==> src/rtl/seqc_pkg.sv <==
package seqc_pkg;

    typedef enum logic [2:0] {
        ST_HARD    = 3'b000,
        ST_SOFT    = 3'b001,
        ST_IDLE    = 3'b010,
        ST_READ    = 3'b011,
        ST_QUERY   = 3'b100,
        ST_TX_STAT = 3'b101,
        ST_PROG    = 3'b110,
        ST_TX_DAC  = 3'b111
    } seq_state_e;

    localparam logic [7:0] CMD_QUERY = 8'h51;
    localparam logic [7:0] CMD_PROG  = 8'h50;
    localparam logic [7:0] CMD_HARD  = 8'h48;
    localparam logic [7:0] CMD_SOFT  = 8'h52;

    localparam int MAC_BYTES   = 6;
    localparam int SRC_MAC_OFS = 6;
    localparam int MAC_W       = 8 * MAC_BYTES;

    typedef struct packed {
        logic [7:0] typ;
        logic [7:0] arg;
    } cmd_t;

    function automatic logic cmd_known(input logic [7:0] t);
        return (t == CMD_QUERY) || (t == CMD_PROG) || (t == CMD_HARD) || (t == CMD_SOFT);
    endfunction

    function automatic logic cmd_needs_arg(input logic [7:0] t);
        return (t == CMD_PROG) || (t == CMD_SOFT);
    endfunction

    function automatic seq_state_e cmd_target(input logic [7:0] t);
        case (t)
            CMD_QUERY: return ST_QUERY;
            CMD_PROG:  return ST_PROG;
            CMD_HARD:  return ST_HARD;
            CMD_SOFT:  return ST_SOFT;
            default:   return ST_IDLE;
        endcase
    endfunction

    function automatic logic is_tx(input seq_state_e s);
        return s[2] & s[0];
    endfunction

endpackage

==> src/rtl/seqc_parser.sv <==
module seqc_parser
    import seqc_pkg::*;
#(
    parameter int HDR_LEN = 14
) (
    input  logic               clk,
    input  logic               rst,
    input  logic               active,
    input  logic               rx_vld,
    input  logic [7:0]         rx_byte,
    input  logic               rx_eop,
    input  logic [7:0]         my_loc,
    output logic               pkt_end,
    output logic               pkt_ok,
    output seq_state_e         pkt_target,
    output cmd_t               cmd_q,
    output logic [MAC_W-1:0]   mac_q
);
    localparam int CNT_MAX = HDR_LEN + 3;
    localparam int CW      = $clog2(CNT_MAX + 1);
    localparam logic [CW-1:0] IX_LOC   = CW'(HDR_LEN);
    localparam logic [CW-1:0] IX_TYP   = CW'(HDR_LEN + 1);
    localparam logic [CW-1:0] IX_ARG   = CW'(HDR_LEN + 2);
    localparam logic [CW-1:0] IX_SAT   = CW'(CNT_MAX);
    localparam logic [CW-1:0] IX_MAC0  = CW'(SRC_MAC_OFS);
    localparam logic [CW-1:0] IX_MACE  = CW'(SRC_MAC_OFS + MAC_BYTES);

    logic [CW-1:0]    cnt, cnt_nx;
    logic [7:0]       loc_sh, typ_sh, arg_sh;
    logic [MAC_W-1:0] mac_sh;
    logic             take, got_typ, got_arg;
    logic [7:0]       eff_loc, eff_typ, eff_arg;

    always_comb begin
        take    = active & rx_vld;
        cnt_nx  = (cnt == IX_SAT) ? cnt : cnt + CW'(1);
        eff_loc = (cnt == IX_LOC) ? rx_byte : loc_sh;
        eff_typ = (cnt == IX_TYP) ? rx_byte : typ_sh;
        eff_arg = (cnt == IX_ARG) ? rx_byte : arg_sh;
        got_typ = cnt_nx >= IX_ARG;
        got_arg = cnt_nx >= IX_SAT;
        pkt_end = take & rx_eop;
        pkt_ok  = got_typ && (eff_loc == my_loc) && cmd_known(eff_typ)
                  && (!cmd_needs_arg(eff_typ) || got_arg);
        pkt_target = cmd_target(eff_typ);
    end

    // Field capture, cleared whenever the reader is not active.
    always_ff @(posedge clk) begin
        if (rst || !active) begin
            cnt    <= '0;
            loc_sh <= '0;
            typ_sh <= '0;
            arg_sh <= '0;
            mac_sh <= '0;
        end else if (take) begin
            cnt <= cnt_nx;
            if (cnt >= IX_MAC0 && cnt < IX_MACE)
                mac_sh <= {mac_sh[MAC_W-9:0], rx_byte};
            if (cnt == IX_LOC) loc_sh <= rx_byte;
            if (cnt == IX_TYP) typ_sh <= rx_byte;
            if (cnt == IX_ARG) arg_sh <= rx_byte;
        end
    end

    // Command fields change only when a packet is accepted.
    always_ff @(posedge clk) begin
        if (rst) begin
            cmd_q <= '0;
            mac_q <= '0;
        end else if (pkt_end && pkt_ok) begin
            cmd_q.typ <= eff_typ;
            cmd_q.arg <= got_arg ? eff_arg : 8'h00;
            if (eff_typ == CMD_SOFT)
                mac_q <= mac_sh;
        end
    end
endmodule

==> src/rtl/seqc_fsm.sv <==
module seqc_fsm
    import seqc_pkg::*;
#(
    parameter int CHIP_W = 8
) (
    input  logic              clk,
    input  logic              rst,
    input  logic              rx_nonempty,
    input  logic              pkt_end,
    input  logic              pkt_ok,
    input  seq_state_e        pkt_target,
    input  logic              qry_done,
    input  logic              prg_done,
    input  logic              tx_done,
    input  logic [CHIP_W-1:0] chip_mask,
    output seq_state_e        state,
    output logic              qry_start,
    output logic              prg_start,
    output logic              tx_start,
    output logic              tx_kind,
    output logic [CHIP_W-1:0] chip_rst
);
    seq_state_e state_q, state_nx;
    logic       fresh_q;

    always_comb begin
        state_nx = state_q;
        unique case (state_q)
            ST_HARD, ST_SOFT: state_nx = ST_TX_STAT;
            ST_IDLE:   if (rx_nonempty) state_nx = ST_READ;
            ST_READ:   if (pkt_end) state_nx = pkt_ok ? pkt_target : ST_IDLE;
            ST_QUERY:  if (!fresh_q && qry_done) state_nx = ST_TX_STAT;
            ST_PROG:   if (!fresh_q && prg_done) state_nx = ST_TX_DAC;
            ST_TX_STAT, ST_TX_DAC:
                       if (!fresh_q && tx_done) state_nx = ST_IDLE;
            default:   state_nx = ST_HARD;
        endcase
    end

    // fresh_q marks the first cycle spent in a state.
    always_ff @(posedge clk) begin
        if (rst) begin
            state_q <= ST_HARD;
            fresh_q <= 1'b1;
        end else begin
            state_q <= state_nx;
            fresh_q <= (state_nx != state_q);
        end
    end

    always_comb begin
        state     = state_q;
        qry_start = fresh_q && (state_q == ST_QUERY);
        prg_start = fresh_q && (state_q == ST_PROG);
        tx_start  = fresh_q && is_tx(state_q);
        tx_kind   = is_tx(state_q) & state_q[1];
        case (state_q)
            ST_HARD: chip_rst = '1;
            ST_SOFT: chip_rst = chip_mask;
            default: chip_rst = '0;
        endcase
    end
endmodule

==> src/rtl/pkt_cmd_sequencer.sv <==
module pkt_cmd_sequencer
    import seqc_pkg::*;
#(
    parameter int HDR_LEN = 14,
    parameter int CHIP_W  = 8
) (
    input  logic              clk,
    input  logic              rst,
    input  logic              rx_nonempty,
    input  logic              rx_vld,
    input  logic [7:0]        rx_byte,
    input  logic              rx_eop,
    input  logic [7:0]        my_loc,
    input  logic              qry_done,
    input  logic              prg_done,
    input  logic              tx_done,
    output logic              qry_start,
    output logic              prg_start,
    output logic              tx_start,
    output logic              tx_kind,
    output logic [CHIP_W-1:0] chip_rst,
    output logic [7:0]        cmd_type,
    output logic [7:0]        cmd_arg,
    output logic [47:0]       peer_mac,
    output logic [2:0]        state_o
);
    seq_state_e       st, pkt_target;
    logic             pkt_end, pkt_ok;
    cmd_t             cmd;
    logic [MAC_W-1:0] mac;

    seqc_parser #(.HDR_LEN(HDR_LEN)) u_parser (
        .clk        (clk),
        .rst        (rst),
        .active     (st == ST_READ),
        .rx_vld     (rx_vld),
        .rx_byte    (rx_byte),
        .rx_eop     (rx_eop),
        .my_loc     (my_loc),
        .pkt_end    (pkt_end),
        .pkt_ok     (pkt_ok),
        .pkt_target (pkt_target),
        .cmd_q      (cmd),
        .mac_q      (mac)
    );

    seqc_fsm #(.CHIP_W(CHIP_W)) u_fsm (
        .clk         (clk),
        .rst         (rst),
        .rx_nonempty (rx_nonempty),
        .pkt_end     (pkt_end),
        .pkt_ok      (pkt_ok),
        .pkt_target  (pkt_target),
        .qry_done    (qry_done),
        .prg_done    (prg_done),
        .tx_done     (tx_done),
        .chip_mask   (cmd.arg[CHIP_W-1:0]),
        .state       (st),
        .qry_start   (qry_start),
        .prg_start   (prg_start),
        .tx_start    (tx_start),
        .tx_kind     (tx_kind),
        .chip_rst    (chip_rst)
    );

    assign cmd_type = cmd.typ;
    assign cmd_arg  = cmd.arg;
    assign peer_mac = mac;
    assign state_o  = st;
endmodule

==> config.mk <==
export PLATFORM = sky130hd
export DESIGN_NAME = pkt_cmd_sequencer
export DESIGN_NICKNAME = d
export VERILOG_FILES = /design/src/rtl/seqc_pkg.sv /design/src/rtl/seqc_parser.sv /design/src/rtl/seqc_fsm.sv /design/src/rtl/pkt_cmd_sequencer.sv
export SDC_FILE = /design/constraint.sdc
export NUM_CORES = 1
export LEC_CHECK = 0
export CORE_MARGIN = 2
export CORE_UTILIZATION = 30
export CTS_CLUSTER_SIZE = 12
export DETAILED_ROUTE_END_ITERATION = 12
export PLACE_DENSITY = 0.58
export SLEW_MARGIN = 20
export SYNTH_ARGS = -nofsm -noshare
export SYNTH_HDL_FRONTEND = slang
export SYNTH_SLANG_ARGS = --single-unit
==> constraint.sdc <==
create_clock -name clk -period 3.6 [get_ports clk]
set_input_delay 0.72 -clock clk [delete_from_list [all_inputs] [get_ports clk]]
set_output_delay 0.72 -clock clk [all_outputs]
set_load 0.005 [all_outputs]
**Word-level counts from Yosys, hierarchy flattened**

Index checks and enable logic that the tools add are counted.

- Output and inout bits: 79
- Register bits after elaboration: 145
- Input port bits: 24

- Eq/ne operators: 17
- $add $sub $neg: 1
- Bitwise logic cells: 4
- Multiplexer cells: 14
- Order comparisons: 4
- Reduce and logical (&&, ||, !) cells: 25

Operators by type and width:

| kind | count |
|---|---|
| $eq 8x7->1 const B | 4 |
| $mux 8 | 4 |
| $mux 3 | 6 |
| $pmux 3 s6 | 1 |
| $pmux 8 s2 | 1 |
| $eq 3x3->1 const B | 4 |
| $pmux 3 s4 | 1 |
| $logic_and 1x1->1 | 11 |
| $eq 5x4->1 const B | 2 |
| $eq 5x5->1 const B | 2 |
| $ge 5x5->1 const B | 2 |
| $eq 8x8->1 | 1 |
| $eq 3x2->1 const B | 2 |
| $logic_or 1x1->1 | 6 |
| $add 5x1->5 const B | 1 |
| $ge 5x3->1 const B | 1 |
| $lt 5x4->1 const B | 1 |
| $mux 5 | 1 |
| $and 1x1->1 | 4 |
| $reduce_and 2->1 | 2 |
| $reduce_or 2->1 | 2 |
| $eq 3x1->1 const B | 1 |
| $logic_not 1->1 | 3 |
| $logic_not 3->1 | 1 |
| $ne 3x3->1 | 1 |

**Logic depth before layout (Yosys ltp)**

Gate-level depths: netlist (run 1).

- Depth in word-level cells: 12
- Mapped depth: 12
- Gate-level depth less buffers: 9

**Cells and area by module**

A second synthesis (run 1) with hierarchy kept.

- Cell total of the unflattened synthesis: 810
- Area, all modules: 6646.4 µm²

By module, submodules not included:

| module | sequential area each (µm²) | times used | area an instance (µm²) | cells each |
|---|---|---|---|---|
| seqc_parser | 2822.7 | 1 | 6261.0 | 749 |
| seqc_fsm | 80.1 | 1 | 376.6 | 60 |
| pkt_cmd_sequencer | 0.0 | 1 | 8.8 | 1 |

**Worst setup path after synthesis (run 1)**

OpenSTA, ideal clock, no wires.

- Kind: register to register
- Start point: register u_parser.cnt[2]
- End point: register u_parser.mac_q[10]
- Cell stages (with the launch flop): 13
- Path buffers: 4
- Data required time: 3.528 ns
- Library setup time: 0.072 ns
- Slack: 0.492 ns
- Arrival: 3.037 ns
- Cells stage by stage: dfxtp_1 > clkbuf_1 > and3_1 > ha_1 > buf_4 > mux2i_1 > nand4_1 > o2bb2ai_1 > or4_4 > nor4b_4 > buf_6 > buf_6 > mux2i_1

- Cells in the longest elaborated chain, start to end: 10

Ends and longest elaborated chain:

| item | line | text |
|---|---|---|
| start: declaration | seqc_parser.sv:28 | `logic [CW-1:0] cnt, cnt_nx;` |
| start signal: assignment | seqc_parser.sv:57 | `cnt <= cnt_nx;` |
| branches (longest 9 deep; another with $add 5x1->5) | - |  |
| $reduce_and 2->1 (no line) (*) | - |  |
| end signal: assignment | seqc_parser.sv:75 | `mac_q <= mac_sh;` |
| end: declaration | seqc_parser.sv:17 | `output logic [MAC_W-1:0] mac_q` |

Mark *: on every way between the ends.
A chain may end at the register's enable or synchronous reset.

**Worst setup path in the final report (run 1)**

- Start point: register u_parser.cnt[0]
- End point: register u_parser.mac_q[46]

Same word-level chain as after synthesis.

==> summary.txt, run 1 <==
Outcome
  – Outcome: finished, final reports clean

Floorplanning
  – Initial Util: 0.307
  – Rows: 52
  – Core ar.: 20300 um2
  – IO Pins: 103
  – Die area: 22000 um2
  – Die H: 148 um
  – DIE WIDTH: 148 um

Final layout
  – Commonest cells after routing, fill and taps aside: nand2_1, dfxtp_1, clkdlybuf4s50_1, a21oi_1, mux2i_1
  – Fin nets: 866
  – Fraction of layout cells with a size suffix above 1: 0.0929
  – Fill cells: 2113
  – Synth-to-layout area growth: 31.0%
  – Multi-input combinational cell area: 3010 um2
  – Most common cell after layout, fill and taps aside: nand2_1
  – Final antenna diode count: 0
  – Register area: 2900 um2

Worst setup path
  – Critical path arrival: 3.76 ns
  – Critical path required time: 3.95 ns
  – CP Launch Type: flip-flop
  – Critical path buffer and inverter count: 2
  – Critical path class: flip-flop to flip-flop
  – Setup crit end kind: flip-flop
  – Max stage delay on crit path: 0.58 ns
  – Slowest-stage cell, CP: or4_4
  – Worst path top cell family by delay: simple AND/OR/NAND/NOR gates
  – Crit-path cells: ha_1 -> and3_1 -> ha_1 -> buf_4 -> mux2i_1 -> nand4_1 -> o2bb2ai_1 -> or4_4 -> nor4b_4 -> buf_6 -> mux2i_1
  – Worst-path maximum fanout: 19

Clock tree
  – CTS tree: built
  – Clock latency on the worst-skew pair: 0.43 ns
  – CTS Buf Count: 17
  – Clock buffer depth: 2
  – H-Tree Depth: 4
  – Root Driver: clkbuf_16
  – Clk slew on worst S/H paths: 0.06 ns
  – Total clock sinks: 145
  – Postcts setup bufs: 0

Timing
  – Worst Tran Pin Value: 0.751 ns
  – Setup TNS: 0 ns
  – Pins Over Slew Limit: 0
  – Clock skew: 0.0137 ns
  – Setup Viol. Count Final: 0
  – Hold Fails Final Rpt: 0
  – PnR worst setup slack: 0.184 ns
  – RSZ-0062 raised after global routing: no
  – Minimum clock period: 3.42 ns
  – Rel. slew slack: 0.498
  – Final period util: 0.949
  – Fmax: 0.293 GHz

Global routing
  – Pin count of the biggest net entering global routing: 50
  – Vias in the first global route: 5136
  – All-Layer GR Usage: 0.152
  – Global-route wire length before repair: 26800 um
  – Total gr overflow: 0
  – Number of antenna violations at the first check in global routing: 0

Drt
  – Pre-antenna DRT Iters: 4
  – Final wirelength: 16400 um
  – Wire per inst: 14.6 um
  – DR DRC count: 0
  – ANT nets after route: 0
  – Starting DRC count in detailed routing: 392
  – Vias/cell: 4.74
  – Vias: 5305

Logic synthesis
  – Post-Syn Area: 6240 um2
  – Synth Area in Compound Gates: 0.121
  – Post-synth top flop: dfxtp_1
  – Mapped Cells: 745
  – Simple-Gate Fraction of Synth Area: 0.227
  – Xor and xnor area share after synthesis: 0.00702
  – Mapped Avg Cell Area: 8.38 um2
  – Number of synthesized register bits: 145
  – Ys Warns: 0
  – Mux cell area share after synthesis: 0.115
  – Ys async rst share: 0
  – EDFF count, synth: 0
  – Netlist cell types: 53
  – Share of the synthesized area in the top cell type: 0.465
  – Seq/Total Area, Yosys: 0.465
  – Adder-cell share of the synthesized area: 0.0100
  – Area leader, netlist: dfxtp_1
  – Largest family of logic cells by synthesized area: simple AND/OR/NAND/NOR gates
  – Synth Net Count: 774
  – Largest cells by area after synthesis: dfxtp_1, nand2_1, mux2i_1

Power and ir drop
  – Power density cells: 433 nW/um2
  – Leakage: 2.60 nW
  – Worst VDD drop: 0.296 mV

Place
  – GPL Wtd Cong: 0.861
  – Post-place setup slack: 0.00866 ns
  – Placed wire-length estimate: 11200 um
  – I/O Buffers: 102

Flow run
  – Maximum capacitance violations: 0

Min path
  – Hold WC Path Type: flip-flop to flip-flop
## area by class of cell
| cell class | count | share of cell area |
|---|---|---|
| clock buffers | 19 | 0.0554 |
| repair buffers | 129 | 0.153 |
| flip-flops and latches | 145 | 0.355 |
| well taps | 270 | 0.0413 |
| multi-input cells | 525 | 0.369 |
| inverters | 19 | 0.00872 |
| clock inverters | 13 | 0.0179 |
## cells by family (layout without fill, tap and decap cells)
kind of cell | Yosys count | after routing
and+or+nand+nor | 318 | 318
AOI/OAI and AO/OA | 126 | 126
muxes | 71 | 71
DFF | 145 | 145
xor gates and xnor gates | 5 | 5
adders and majority gates | 5 | 5
buffers and inverters | 75 | 180
## timing repair
item,4_1_cts,5_1_grt
hold buffers,0,0
resized for setup,0,2
endpoints found under the setup margin,0,18
## cells in the mapped netlist, types with 2 or more instances
library cell,instances
o2bb2ai_1,10
o211ai_1,2
nor3_1,3
o21a_1,3
a221oi_1,4
nor4b_1,3
and2_1,4
dfxtp_1,145
nand2_1,234
or2_2,5
xnor2_1,3
a21oi_1,84
mux2i_1,66
nand3_1,27
nor3b_1,3
xor2_1,2
buf_6,7
inv_1,18
clkbuf_1,41
and3_1,5
mux2_2,5
o21ai_0,5
buf_1,4
o31a_1,2
ha_1,5
a211oi_1,6
buf_2,2
a22o_1,2
nor2b_1,6
nand4_1,4
nor2_1,13
## where the power goes
part	switching [mW]	total (mW)	internal (mW)
Clock	0.767	1.78	1.02
Combinational	0.0773	0.146	0.0686
Sequential	0.00413	1.61	1.61
## final timing paths
check,from,endpoint,slack [ns],cells after the start
setup / recovery,u_parser.cnt[0]$_SDFFE_PP0P_,u_parser.mac_q[46]$_SDFFE_PP0P_,0.18,11
hold / removal,u_parser.arg_sh[0]$_SDFFE_PP0P_,u_parser.arg_sh[0]$_SDFFE_PP0P_,0.45,2
setup reg to reg,u_parser.cnt[0]$_SDFFE_PP0P_,u_parser.mac_q[46]$_SDFFE_PP0P_,0.18,11
hold reg to reg,u_parser.arg_sh[0]$_SDFFE_PP0P_,u_parser.arg_sh[0]$_SDFFE_PP0P_,0.45,2
## per-stage QoR
| step | cells | utilization | power [mW] | cell area (um2) | hold slack (ns) |
|---|---|---|---|---|---|
| 4_1_cts | 1120 | 0.402 | 3.58 | 8170 | 0.455 |
| 5_1_grt | 1120 | 0.403 | 3.67 | 8180 | 0.470 |
| 3_3_place_gp | 1088 | 0.373 | 1.79 | 7570 | 0.441 |
| 2_1_floorplan | 745 | - | 1.71 | 6240 | 0.432 |
| 3_5_place_dp | 1088 | 0.373 | 1.79 | 7570 | 0.445 |
| 6_report | 1120 | 0.403 | 3.54 | 8180 | 0.454 |
## state kept, by name (all words and copies together) (netlist names)
signal,cells
u_parser.mac_sh,48
u_parser.cmd_q,16
u_parser.arg_sh,8
u_parser.loc_sh,8
u_parser.mac_q,48
u_parser.cnt,5
u_parser.typ_sh,8
u_fsm.state,3
u_fsm.fresh_q,1
## metal layers
layer,GRT usage,share of wire,up-vias
met5,0,0,-
li1,-,-,2691
met1,0.207,0.49,2503
met2,0.243,0.47,102
met3,0.0356,0.035,9
met4,0.0400,0.0081,0
## worst min-delay path: stages (launching register included)
cell and delay, ns:
dfxtp_1 0.31, nand2_1 0.05, a21oi_1 0.05
Note: power is estimated with default switching activity, not from simulation.
==> inputs of run 2 (changes only) <==
--- a/config.mk
+++ b/config.mk
@@ -9,7 +9,8 @@
 export CORE_UTILIZATION = 30
 export CTS_CLUSTER_SIZE = 12
 export DETAILED_ROUTE_END_ITERATION = 12
-export PLACE_DENSITY = 0.58
+export HOLD_SLACK_MARGIN = 0.06
+export PLACE_DENSITY = 0.6
 export SLEW_MARGIN = 20
 export SYNTH_ARGS = -nofsm -noshare
 export SYNTH_HDL_FRONTEND = slang
==> constraint.sdc (replaced) <==
create_clock -name clk -period 2.85 [get_ports clk]
set_input_delay 0.57 -clock clk [delete_from_list [all_inputs] [get_ports clk]]
set_output_delay 0.57 -clock clk [all_outputs]
set_load 0.005 [all_outputs]
==> run 2 against run 1 <==
  * The run now ends with setup timing left
  * Clock power is 34% higher
  * Worst hold slack hardly changed
  * Worst setup slack worse by 0.25 ns
  * Global-route usage is 0.54 points higher
  * Critical path depth is 1 lower
  * Total power is 31% higher
  * Combinational power is 41% higher
  * Routed wire length is 3.7% higher
  * Largest cell class unchanged
==> summary.txt, run 2 (synthesized netlist as in run 1, its figures left out) <==
Drt
  – Vias: 5437
  – Pre-antenna DRT Iters: 4
  – Wire per inst: 14.7 um
  – ANT nets after route: 0
  – Vias/cell: 4.72
  – Starting DRC count in detailed routing: 390
  – DR DRC count: 0
  – Final wirelength: 17000 um

Place
  – GPL Wtd Cong: 0.831
  – Placed wire-length estimate: 11400 um
  – Placed instance area: 7860 um2
  – Post-place setup slack: -0.416 ns
  – Dpl cells: 1116
  – I/O Buffers: 102

Timing
  – Min Hold Slack: 0.453 ns
  – RSZ-0062 raised after global routing: yes
  – Final period util: 1.02
  – PnR worst setup slack: -0.0679 ns
  – Fmax: 0.343 GHz
  – Hold Fails Final Rpt: 0
  – Minimum clock period: 2.92 ns
  – Clock skew: 0.00866 ns
  – Worst Tran Pin Value: 0.581 ns
  – Rel. slew slack: 0.612
  – Setup TNS: -1.41 ns
  – Setup Viol. Count Final: 47
  – Pins Over Slew Limit: 0

Floorplanning
  – Rows: 52
  – Initial Util: 0.307
  – IO Pins: 103
  – Core ar.: 20300 um2
  – DIE WIDTH: 148 um
  – Die H: 148 um
  – Die area: 22000 um2

Flow run
  – Maximum capacitance violations: 0

Clock tree
  – CTS Buf Count: 17
  – CTS tree: built
  – H-Tree Depth: 4
  – Clock buffer depth: 2
  – Hold bufs inserted after CTS: 0
  – Root Driver: clkbuf_16
  – Total clock sinks: 145
  – Clock latency on the worst-skew pair: 0.42 ns
  – Clk slew on worst S/H paths: 0.07 ns

Power and ir drop
  – Worst VDD drop: 0.375 mV
  – Comb power frac: 0.045
  – Leakage: 2.83 nW
  – Sw power: 1.03 mW
  – Internal power: 3.60 mW
  – Clock power share: 0.516
  – Power density cells: 532 nW/um2
  – Flop pwr share: 0.440
  – Sw frac: 0.222
  – Power Total: 4.63 mW

Final layout
  – Layout Cells excl Fill: 1153
  – Fin nets: 899
  – Final core area utilization: 0.429
  – Commonest cells after routing, fill and taps aside: nand2_1, dfxtp_1, clkdlybuf4s50_1, a21oi_1, mux2i_1
  – Final antenna diode count: 0
  – Synth-to-layout area growth: 39.4%
  – Top flop regs: u_parser.mac_q x48, u_parser.mac_sh x48, u_parser.cmd_q x16
  – Final instance area: 8700 um2
  – Fraction of layout cells with a size suffix above 1: 0.151
  – Fill cells: 2021
  – Most common cell after layout, fill and taps aside: nand2_1

Worst setup path
  – Critical path class: flip-flop to flip-flop
  – Setup crit end kind: flip-flop
  – CP Launch Type: flip-flop
  – Critical path required time: 3.16 ns
  – Critical path arrival: 3.23 ns
  – Worst-path maximum fanout: 12

Global routing
  – Global-route wire length before repair: 27500 um
  – All-Layer GR Usage: 0.157
  – Number of antenna violations at the first check in global routing: 0
  – Pin count of the biggest net entering global routing: 59
  – Total gr overflow: 0
  – Vias in the first global route: 5230

Outcome
  – Failing checks: setup timing
  – Outcome: complete, but fails checks

Min path
  – Hold WC Path Type: flip-flop to flip-flop
## run 2: layer usage
| layer | routed length [um] | vias up | GRT usage | share of wire |
|---|---|---|---|---|
| met4 | 175 | 0 | 0.0471 | 0.010 |
| met5 | 0 | - | 0 | 0 |
| li1 | - | 2767 | - | - |
| met1 | 8380 | 2556 | 0.217 | 0.49 |
| met3 | 658 | 13 | 0.0393 | 0.039 |
| met2 | 7750 | 101 | 0.244 | 0.46 |
## run 2: final timing paths
path                                                      start                               to  slack [ns]  cells past startpoint
worst min-delay path            u_parser.arg_sh[4]$_SDFFE_PP0P_  u_parser.arg_sh[4]$_SDFFE_PP0P_        0.45                      2
worst max-delay path               u_parser.cnt[1]$_SDFFE_PP0P_   u_parser.cmd_q[9]$_SDFFE_PP0P_       -0.07                     10
worst max register to register     u_parser.cnt[1]$_SDFFE_PP0P_   u_parser.cmd_q[9]$_SDFFE_PP0P_       -0.07                     10
worst min register to register  u_parser.arg_sh[4]$_SDFFE_PP0P_  u_parser.arg_sh[4]$_SDFFE_PP0P_        0.45                      2
## run 2: critical path: stages, from the launching register on
cell,delay (ns)
dfxtp_2,0.36
ha_4,0.13
and3_4,0.18
ha_4,0.22
mux2i_4,0.27
nand4_1,0.14
o2bb2ai_1,0.15
or4_4,0.50
buf_4,0.16
o31a_2,0.46
a22o_1,0.22
## run 2: power groups by stage
stage / clock [mW] / combinational, mW / sequential [mW]
4_1_cts: 2.43 / 0.206 / 2.03
3_5_place_dp: 0 / 0.203 / 2.08
3_3_place_gp: 0 / 0.202 / 2.08
2_1_floorplan: 0 / 0.0842 / 2.08
6_report: 2.39 / 0.206 / 2.03
5_1_grt: 2.53 / 0.221 / 2.03
## run 2: timing repair
action,in CTS,in global routing
gates cloned,1,0
buffers inserted,5,0
endpoints found under the setup margin,63,65
hold endpoints to repair,0,0
pin swaps,9,7
resized for setup,18,10
## run 2: layout make-up
| class | count | area [um2] | share of cell area |
|---|---|---|---|
| repair buffers | 162 | 1600 | 0.184 |
| multi-input cells | 525 | 3150 | 0.362 |
| inverters | 19 | 72.6 | 0.00834 |
| flip-flops and latches | 145 | 2910 | 0.334 |
| well taps | 270 | 338 | 0.0388 |
| clock buffers | 17 | 425 | 0.0489 |
| clock inverters | 15 | 210 | 0.0242 |
